**src/rtl/sbm_pkg.sv**
```systemverilog
package sbm_pkg;

    // Identity of the two observed links; also the lane index inside the top.
    typedef enum logic {
        LINK_IN  = 1'b0,
        LINK_OUT = 1'b1
    } link_e;

    localparam int unsigned LINK_COUNT = 2;
    localparam int unsigned DEF_DATA_W = 32;
    localparam int unsigned DEF_CNT_W  = 16;

endpackage

```
**src/rtl/sbm_beat_tap.sv**
```systemverilog
module sbm_beat_tap #(
    parameter int unsigned DATA_W = 32,
    parameter int unsigned CNT_W  = 16
) (
    input  logic              clk,
    input  logic              rst_n,
    input  logic              tvalid,
    input  logic              tready,
    input  logic [DATA_W-1:0] tdata,
    input  logic              tlast,
    output logic [CNT_W-1:0]  cnt,
    output logic              rec_valid,
    output logic [CNT_W-1:0]  rec_index,
    output logic [DATA_W-1:0] rec_data,
    output logic              rec_last
);

    localparam logic [CNT_W-1:0] CNT_MAX = {CNT_W{1'b1}};

    typedef struct packed {
        logic [CNT_W-1:0]  cnt;
        logic              rec_v;
        logic [CNT_W-1:0]  rec_idx;
        logic [DATA_W-1:0] rec_data;
        logic              rec_last;
    } tap_s;

    tap_s tap_d, tap_q;
    logic beat;
    logic [CNT_W-1:0] cnt_next;

    always_comb begin
        tap_d       = tap_q;
        tap_d.rec_v = 1'b0;
        beat        = tvalid && tready;
        cnt_next    = (tap_q.cnt == CNT_MAX) ? CNT_MAX : tap_q.cnt + 1'b1;
        if (beat) begin
            tap_d.cnt      = cnt_next;
            tap_d.rec_v    = 1'b1;
            tap_d.rec_idx  = cnt_next;
            tap_d.rec_data = tdata;
            tap_d.rec_last = tlast;
        end
    end

    always_ff @(posedge clk) begin
        if (!rst_n) begin
            tap_q <= '0;
        end else begin
            tap_q <= tap_d;
        end
    end

    assign cnt       = tap_q.cnt;
    assign rec_valid = tap_q.rec_v;
    assign rec_index = tap_q.rec_idx;
    assign rec_data  = tap_q.rec_data;
    assign rec_last  = tap_q.rec_last;


    cnt_step_chk: assert property (@(posedge clk) disable iff (!rst_n)
        (cnt != $past(cnt)) |-> $past(tvalid && tready));


    rec_index_chk: assert property (@(posedge clk) disable iff (!rst_n)
        rec_valid |-> (rec_index == cnt));


    idle_beat_chk: assert property (@(posedge clk) disable iff (!rst_n)
        !(tvalid && tready) |=> (!rec_valid && $stable(cnt)));


    sat_hold_chk: assert property (@(posedge clk) disable iff (!rst_n)
        (cnt == CNT_MAX) |=> (cnt == CNT_MAX));

endmodule

```
**src/rtl/sbm_count_compare.sv**
```systemverilog
module sbm_count_compare #(
    parameter int unsigned CNT_W = 16
) (
    input  logic             clk,
    input  logic             rst_n,
    input  logic             check_req,
    input  logic [CNT_W-1:0] cnt_a,
    input  logic [CNT_W-1:0] cnt_b,
    output logic             mismatch
);

    typedef struct packed {
        logic mm;
    } cmp_s;

    cmp_s cmp_d, cmp_q;

    always_comb begin
        cmp_d = cmp_q;
        if (check_req && (cnt_a != cnt_b)) begin
            cmp_d.mm = 1'b1;
        end
    end

    always_ff @(posedge clk) begin
        if (!rst_n) begin
            cmp_q <= '0;
        end else begin
            cmp_q <= cmp_d;
        end
    end

    assign mismatch = cmp_q.mm;


    mm_sticky_chk: assert property (@(posedge clk) disable iff (!rst_n)
        mismatch |=> mismatch);


    mm_cause_chk: assert property (@(posedge clk) disable iff (!rst_n)
        $rose(mismatch) |-> $past(check_req && (cnt_a != cnt_b)));

endmodule

```
**src/rtl/stream_beat_monitor.sv**
```systemverilog
module stream_beat_monitor
    import sbm_pkg::*;
#(
    parameter int unsigned DATA_W = DEF_DATA_W,
    parameter int unsigned CNT_W  = DEF_CNT_W
) (
    input  logic              clk,
    input  logic              rst_n,
    input  logic              in_tvalid,
    input  logic              in_tready,
    input  logic [DATA_W-1:0] in_tdata,
    input  logic              in_tlast,
    input  logic              out_tvalid,
    input  logic              out_tready,
    input  logic [DATA_W-1:0] out_tdata,
    input  logic              out_tlast,
    input  logic              check_req,
    output logic [CNT_W-1:0]  in_count,
    output logic [CNT_W-1:0]  out_count,
    output logic              in_rec_valid,
    output logic [CNT_W-1:0]  in_rec_index,
    output logic [DATA_W-1:0] in_rec_data,
    output logic              in_rec_last,
    output logic              out_rec_valid,
    output logic [CNT_W-1:0]  out_rec_index,
    output logic [DATA_W-1:0] out_rec_data,
    output logic              out_rec_last,
    output logic              mismatch
);

    localparam int unsigned NL = LINK_COUNT;

    logic [NL-1:0]     lane_v, lane_r, lane_l;
    logic [DATA_W-1:0] lane_dat [NL];
    logic [CNT_W-1:0]  lane_cnt [NL];
    logic [NL-1:0]     lane_rv, lane_rl;
    logic [CNT_W-1:0]  lane_ri  [NL];
    logic [DATA_W-1:0] lane_rd  [NL];

    assign lane_v[LINK_IN]    = in_tvalid;
    assign lane_r[LINK_IN]    = in_tready;
    assign lane_l[LINK_IN]    = in_tlast;
    assign lane_dat[LINK_IN]  = in_tdata;
    assign lane_v[LINK_OUT]   = out_tvalid;
    assign lane_r[LINK_OUT]   = out_tready;
    assign lane_l[LINK_OUT]   = out_tlast;
    assign lane_dat[LINK_OUT] = out_tdata;

    for (genvar g = 0; g < NL; g++) begin : g_tap
        sbm_beat_tap #(
            .DATA_W (DATA_W),
            .CNT_W  (CNT_W)
        ) tap_i (
            .clk       (clk),
            .rst_n     (rst_n),
            .tvalid    (lane_v[g]),
            .tready    (lane_r[g]),
            .tdata     (lane_dat[g]),
            .tlast     (lane_l[g]),
            .cnt       (lane_cnt[g]),
            .rec_valid (lane_rv[g]),
            .rec_index (lane_ri[g]),
            .rec_data  (lane_rd[g]),
            .rec_last  (lane_rl[g])
        );
    end

    sbm_count_compare #(
        .CNT_W (CNT_W)
    ) cmp_i (
        .clk       (clk),
        .rst_n     (rst_n),
        .check_req (check_req),
        .cnt_a     (lane_cnt[LINK_IN]),
        .cnt_b     (lane_cnt[LINK_OUT]),
        .mismatch  (mismatch)
    );

    assign in_count      = lane_cnt[LINK_IN];
    assign out_count     = lane_cnt[LINK_OUT];
    assign in_rec_valid  = lane_rv[LINK_IN];
    assign in_rec_index  = lane_ri[LINK_IN];
    assign in_rec_data   = lane_rd[LINK_IN];
    assign in_rec_last   = lane_rl[LINK_IN];
    assign out_rec_valid = lane_rv[LINK_OUT];
    assign out_rec_index = lane_ri[LINK_OUT];
    assign out_rec_data  = lane_rd[LINK_OUT];
    assign out_rec_last  = lane_rl[LINK_OUT];


    lane_indep_chk: assert property (@(posedge clk) disable iff (!rst_n)
        (in_tvalid && in_tready && out_tvalid && out_tready) |=> (in_rec_valid && out_rec_valid));

endmodule

```
**config.mk**
```make
export PLATFORM = sky130hd
export DESIGN_NAME = stream_beat_monitor
export DESIGN_NICKNAME = d
export VERILOG_FILES = /design/src/rtl/sbm_pkg.sv /design/src/rtl/sbm_beat_tap.sv /design/src/rtl/sbm_count_compare.sv /design/src/rtl/stream_beat_monitor.sv
export SDC_FILE = /design/constraint.sdc
export NUM_CORES = 1
export LEC_CHECK = 0
export CORE_MARGIN = 2
export CORE_UTILIZATION = 37
export CTS_CLUSTER_DIAMETER = 100
export CTS_CLUSTER_SIZE = 12
export DETAILED_ROUTE_END_ITERATION = 6
export GPL_TIMING_DRIVEN = 0
export PLACE_DENSITY = 0.77
export SYNTH_ARGS = -nofsm -noshare
export SYNTH_HDL_FRONTEND = slang
export SYNTH_SLANG_ARGS = --single-unit
export TNS_END_PERCENT = 30
```
**constraint.sdc**
```tcl
create_clock -name clk -period 1.5 [get_ports clk]
set_input_delay 0.3 -clock clk [delete_from_list [all_inputs] [get_ports clk]]
set_output_delay 0.3 -clock clk [all_outputs]
set_load 0.005 [all_outputs]
```
## Word level (Yosys, flattened, before mapping)

Cells that the tools add are included.

| storage, ports and cells | value |
|---|---|
| flip-flop bits (word level) | 101 |
| output and inout bits | 133 |
| word-level logic and storage cells | 21 |

| cells by class | value |
|---|---|
| add/sub/neg operators | 2 |
| eq/ne operators | 3 |
| multiplexer cells | 4 |
| reduce and logical (&&, ||, !) cells | 3 |

Operator list:

| kind | number |
|---|---|
| $mux 50 | 2 |
| $add 16x1->16 const B | 2 |
| $eq 16x16->1 const B | 2 |
| $mux 16 | 2 |
| $ne 16x16->1 | 1 |
| $logic_and 1x1->1 | 3 |

## Logic depth before layout (Yosys ltp)

| logic depth | value |
|---|---|
| depth after elaboration | 3 |
| mapped depth | 6 |

## By module

Synthesis repeated with hierarchy kept, for this count alone.

| unflattened totals | value |
|---|---|
| cells, all modules | 525 |
| area, all modules | 4252.8 um^2 |

Modules (own cells, without submodules):

| module | instances | cells each | area an instance (um^2) |
|---|---|---|---|
| sbm_beat_tap | 2 | 250 | 2024.4 |
| sbm_count_compare | 1 | 25 | 203.9 |

## Worst setup path before layout

Ideal clock, no wire load.

| timing path | value |
|---|---|
| path kind | register to register |
| start | register g_tap[1].tap_i.tap_q (netlist bit g_tap[1].tap_i.cnt[0]) |
| end | register g_tap[1].tap_i.tap_q (netlist bit g_tap[1].tap_i.cnt[14]) |
| arrival time | 1562 ps |
| data required time | 1426 ps |
| slack | -136 ps |
| cell stages (with the launch flop) | 6 |
| clock period less this slack | 1636 ps |
| cell sequence | dfxtp_1 -> ha_1 -> nand3_1 -> nor3_2 -> or3b_1 -> a31oi_1 |

| between the ends | value |
|---|---|
| cells in the longest elaborated chain, start to end | 2 |
| elaborated cells between the ends (all ways) | 3 |

RTL lines:

| item | RTL line | RTL |
|---|---|---|
| from (decl) | sbm_beat_tap.sv:28 | `tap_s tap_d, tap_q;` |
| from (signal assigned) | sbm_beat_tap.sv:50 | `tap_q <= tap_d;` |
| $add 16x1->16 or $eq 16x16->1 (tied branches) | sbm_beat_tap.sv:36 | `cnt_next = (tap_q.cnt == CNT_MAX) ? CNT_MAX : tap_q.cnt + 1'b1;` |
| $mux 16 (*) | sbm_beat_tap.sv:36 |  |

Every way passes the cells marked *; elsewhere a longest branch is shown, timed or not.
A chain may end at the register's enable or synchronous reset.

## Worst setup path after layout

| timing path | value |
|---|---|
| start | register g_tap[1].tap_i.tap_q (netlist bit g_tap[1].tap_i.cnt[3]) |
| end | register cmp_i.cmp_q, in the netlist cmp_i.mismatch |

| between the ends | value |
|---|---|
| cells in the longest elaborated chain, start to end | 2 |

RTL lines:

| item | RTL line | RTL |
|---|---|---|
| $ne 16x16->1 | sbm_count_compare.sv:20 | `if (check_req && (cnt_a != cnt_b)) begin` |
| $logic_and 1x1->1 | sbm_count_compare.sv:20 |  |
| to (signal assigned) | sbm_count_compare.sv:29 | `cmp_q <= cmp_d;` |
| to (decl) | sbm_count_compare.sv:16 | `cmp_s cmp_d, cmp_q;` |

Every way passes these cells.

==> results.sh <==
export IMPL_outcome="complete, but fails checks"
export IMPL_violated_checks="setup timing"
export IMPL_root_buffer="clkbuf_16"
export IMPL_synthesis_instances=534
export IMPL_min_setup_slack_post_route_ns=-0.1228
export IMPL_clkPwrFrac_pct=40.9
export IMPL_avgRoutedWirePerCell_um=16.00
export IMPL_htree_levels=3
export IMPL_drt_first_pass_iters=5
export IMPL_detailed_route_iter0_violations=190
export IMPL_initial_antenna_violation_count=0
export IMPL_fp_dieArea_um2=12600
export IMPL_synth_net_count=609
export IMPL_slew_headroom_pct=65.83
export IMPL_power_per_standard_cell_area_nw_per_um2=791.6
export IMPL_tightest_slew_ns=0.5126
export IMPL_viasPerCell=5.152
export IMPL_grt_first_pass_wirelength_um=22780
export IMPL_synth_ff_latch_count=101
export IMPL_core_rowCount=39
export IMPL_pin_count=206
export IMPL_chipWidth_um=112.2
export IMPL_maxCapViolations=0
export IMPL_buffer_ports_inserted=205
export IMPL_slowest_stage="o41ai_4"
export IMPL_hold_violations=0
export IMPL_rsz_0062_raised_after_global_routing="true"
export IMPL_cts_buffers=9
export IMPL_p_int_mw=4.562
export IMPL_ys_seq_area_share_pct=46.64
export IMPL_fill_cells=969
export IMPL_synthesis_yosys_warnings=0
export IMPL_layout_area_overhead_vs_synth_pct=72.38
export IMPL_worst_setup_hold_path_clk_slew_ns=0.07
export IMPL_crit_path_cell_trace="buf_4 > xnor2_1 > nand4_1 > o41ai_4 > a21oi_1"
export IMPL_clock_sink_count=101
export IMPL_timing_critical_path_max_delay_family="compound AO/OA/AOI/OAI gates"
export IMPL_worst_path_buf_inv=1
export IMPL_timing_fmax_mhz=616.2
export IMPL_net_switching_power_mw=1.353
export IMPL_met2WireLength_um=7711
export IMPL_swShare_pct=22.88
export IMPL_die_h_um=112.2
export IMPL_mappedNetlistArea_um2=4335
export IMPL_critical_path_endpoint_type="flop"
export IMPL_drive_above_1_share_pct=25.29
export IMPL_timing_final_crit_period_ns=1.623
export IMPL_first_global_vias=4638
export IMPL_tritoncts="done"
export IMPL_final_min_period_over_clock_period_pct=108.2
export IMPL_worst_setup_path_start_kind="flop"
export IMPL_antenna_cells_inserted=0
export IMPL_core_area_um2=11420
export IMPL_overflow=0
export IMPL_groute_usage_overall_pct=22.19
export IMPL_met3_length_um=1009
export IMPL_max_vdd_ir_drop_v=0.0004315
export IMPL_timing_hold_worst_class="flop to flop"
export IMPL_route_final_wire_length_um=14880
export IMPL_route_layer_met1_wl_um=5763
export IMPL_grt_max_degree=16
export IMPL_remaining_drc_errors=0
export IMPL_clk_insertion_delay_late_ns=0.34
export IMPL_timing_max_transition_violations_final=0
export IMPL_critPathArrivalTime_ns=1.85
export IMPL_sequential_power_share_pct=47.1
export IMPL_cpPeakStageDelay_ns=0.46
export IMPL_criticalPathCategory="flop to flop"
export IMPL_num_nets_final=857
export IMPL_critical_path_peak_fanout=5
export IMPL_number_of_nets_with_antenna_violations_after_detailed_routing=0
export IMPL_detailroute_via_count=4791
export IMPL_cts_hold_buffers_added=0
export IMPL_post_synth_cell_area_avg_um2=8.119
export IMPL_combPwrFrac_pct=12.0
export IMPL_post_layout_total_power_mw=5.916
export IMPL_hpwlAfterDp_um=10210
export IMPL_routability_cong=0.8467
export IMPL_top_layer="met4"
export IMPL_cp_required_ns=1.72
export IMPL_yosys_cell_types_count=42
export IMPL_finalSetupViolCount=16
export IMPL_leakage_nw=3.800
export IMPL_placement_setup_worst_slack_ns=-0.6653
export IMPL_max_clock_path_buffers=2
export IMPL_skew_ns=0.003236
export IMPL_initial_utilization_pct=37.97
-- stage by stage --
stage	hold WS [ns]	instances	setup TNS [ns]	util (%)	cell area (µm²)
after floorplan	0.4360	534	-0.01207	-	4349
after CTS	0.4562	923	-0.8925	63.00	7193
final	0.4521	930	-0.8230	65.45	7473
after global routing	0.4705	930	-2.305	65.45	7473
after detailed placement	0.4472	882	-50.94	57.63	6580
after global placement	0.4407	882	-48.01	57.63	6580
-- cells in the final DEF (no fill, tap or decap), drive strengths merged, types with 2 or more instances in the layout --
| master | netlist | routed |
|---|---|---|
| xor2 | 7 | 7 |
| a41oi | 2 | 2 |
| ha | 2 | 2 |
| nand2 | 148 | 148 |
| clkdlybuf4s50 | 0 | 81 |
| nor4 | 4 | 4 |
| nor3 | 8 | 8 |
| or3 | 2 | 2 |
| inv | 3 | 3 |
| a21oi | 81 | 81 |
| o41ai | 2 | 2 |
| and3 | 4 | 4 |
| nand4 | 14 | 14 |
| buf | 37 | 85 |
| a21o | 2 | 2 |
| clkbuf | 25 | 36 |
| dfxtp | 101 | 101 |
| dlymetal6s2s | 0 | 39 |
| nor2 | 10 | 10 |
| and2 | 4 | 4 |
| xnor2 | 26 | 26 |
| o21ai | 12 | 12 |
| nand3 | 17 | 17 |
| a31oi | 8 | 8 |
| and4 | 6 | 6 |
| dlygate4sd2 | 0 | 71 |
-- state kept, by name, indices dropped and copies added (netlist names) --
signal	cells
cmp_i.mismatch	1
g_tap.tap_i.cnt	32
g_tap.tap_i.rec_data	64
g_tap.tap_i.rec_last	2
g_tap.tap_i.rec_valid	2
-- cell families after synthesis --
kind of cell / Yosys count / share of synthesized area [%]
adders and majority gates: 2 / 0.5771
AOI/OAI and AO/OA: 112 / 14.00
and+or+nand+nor: 221 / 23.49
DFF: 101 / 46.64
buffers and inverters: 65 / 8.629
xor gates and xnor gates: 33 / 6.667
-- area by class of cell --
class	count	area (µm²)	area share [%]
timing repair buffer	240	2318	31.02
clock inverter	3	42.54	0.5692
sequential	101	2147	28.73
clock buffer	13	270.3	3.616
inverter	3	11.26	0.1507
buffer	59	394.1	5.274
multi-input combinational	368	2111	28.24
tap	143	178.9	2.394
-- final timing paths --
check | startpoint | end | slack (ns) | cells after the start
setup reg to reg | g_tap[1].tap_i.cnt[3]$_SDFFE_PN0P_ | cmp_i.mismatch$_SDFFE_PN0P_ | -0.12 | 5
hold reg to reg | g_tap[1].tap_i.rec_data[21]$_SDFFE_PN0P_ | g_tap[1].tap_i.rec_data[21]$_SDFFE_PN0P_ | 0.45 | 2
hold / removal | g_tap[1].tap_i.rec_data[21]$_SDFFE_PN0P_ | g_tap[1].tap_i.rec_data[21]$_SDFFE_PN0P_ | 0.45 | 2
setup / recovery | g_tap[1].tap_i.cnt[3]$_SDFFE_PN0P_ | cmp_i.mismatch$_SDFFE_PN0P_ | -0.12 | 5
-- power by group through the flow --
stage	combinational (mW)	clock, mW	sequential [mW]
finish	0.708	2.42	2.79
global route	0.771	2.59	2.80
CTS	0.704	2.46	2.79
detailed placement	0.702	0	2.90
global placement	0.689	0	2.90
floorplan	0.222	0	2.90
-- per-layer routing --
metal / global-route usage, % / vias up
met3: 5.454 / 36
li1: - / 2285
met5: 0 / -
met2: 39.48 / 196
met4: 9.187 / 0
met1: 25.45 / 2274
-- worst reg2reg max path: cells and delay by family (launching register included) --
family / cells / cell delay [ns]
AOI/OAI and AO/OA: 2 / 0.57
DFF: 1 / 0.35
xor gates and xnor gates: 1 / 0.22
and+or+nand+nor: 1 / 0.21
buffers and inverters: 1 / 0.16
-- synthesized netlist by cell type --
library cell,number,area (µm²)
buf_1,3,11.26
o31a_1,1,8.760
a31oi_1,8,50.05
xor2_1,7,61.31
nand4_4,1,21.27
clkbuf_2,1,5.000
xnor2_1,26,227.7
nor4_1,4,25.02
nand4_1,12,75.07
or3_1,1,6.260
or3_4,1,11.26
or3b_1,1,8.760
o21ai_0,12,60.06
ha_1,2,25.02
nor2b_1,1,6.260
nor3_1,7,35.03
and3_1,4,25.02
and4_1,4,35.03
nor2_1,10,37.54
nand4b_1,1,8.760
a21oi_1,81,405.4
nand3_2,1,10.01
inv_1,3,11.26
o31ai_1,1,7.510
nand3_1,16,80.08
buf_2,1,5.000
a41oi_1,2,17.52
o211ai_1,1,7.510
nor3_2,1,10.01
o41ai_1,2,17.52
buf_4,32,240.2
or4_1,1,7.510
and2_1,4,25.02
a21o_1,2,15.01
a31o_2,1,8.760
dfxtp_1,101,2022
nand4_2,1,12.51
clkbuf_1,24,90.09
nand2_1,148,555.5
a311oi_1,1,8.760
and4_4,2,22.52
buf_6,1,11.26
-- timing repair --
action                                 CTS  global route
setup endpoints to repair              190           141
cloned                                   0             1
pin swaps                                5             9
endpoints found under the hold margin    0             0
resized for setup                      171            94
buffers inserted                        28             6
Note: power is estimated with default switching activity, not from simulation.
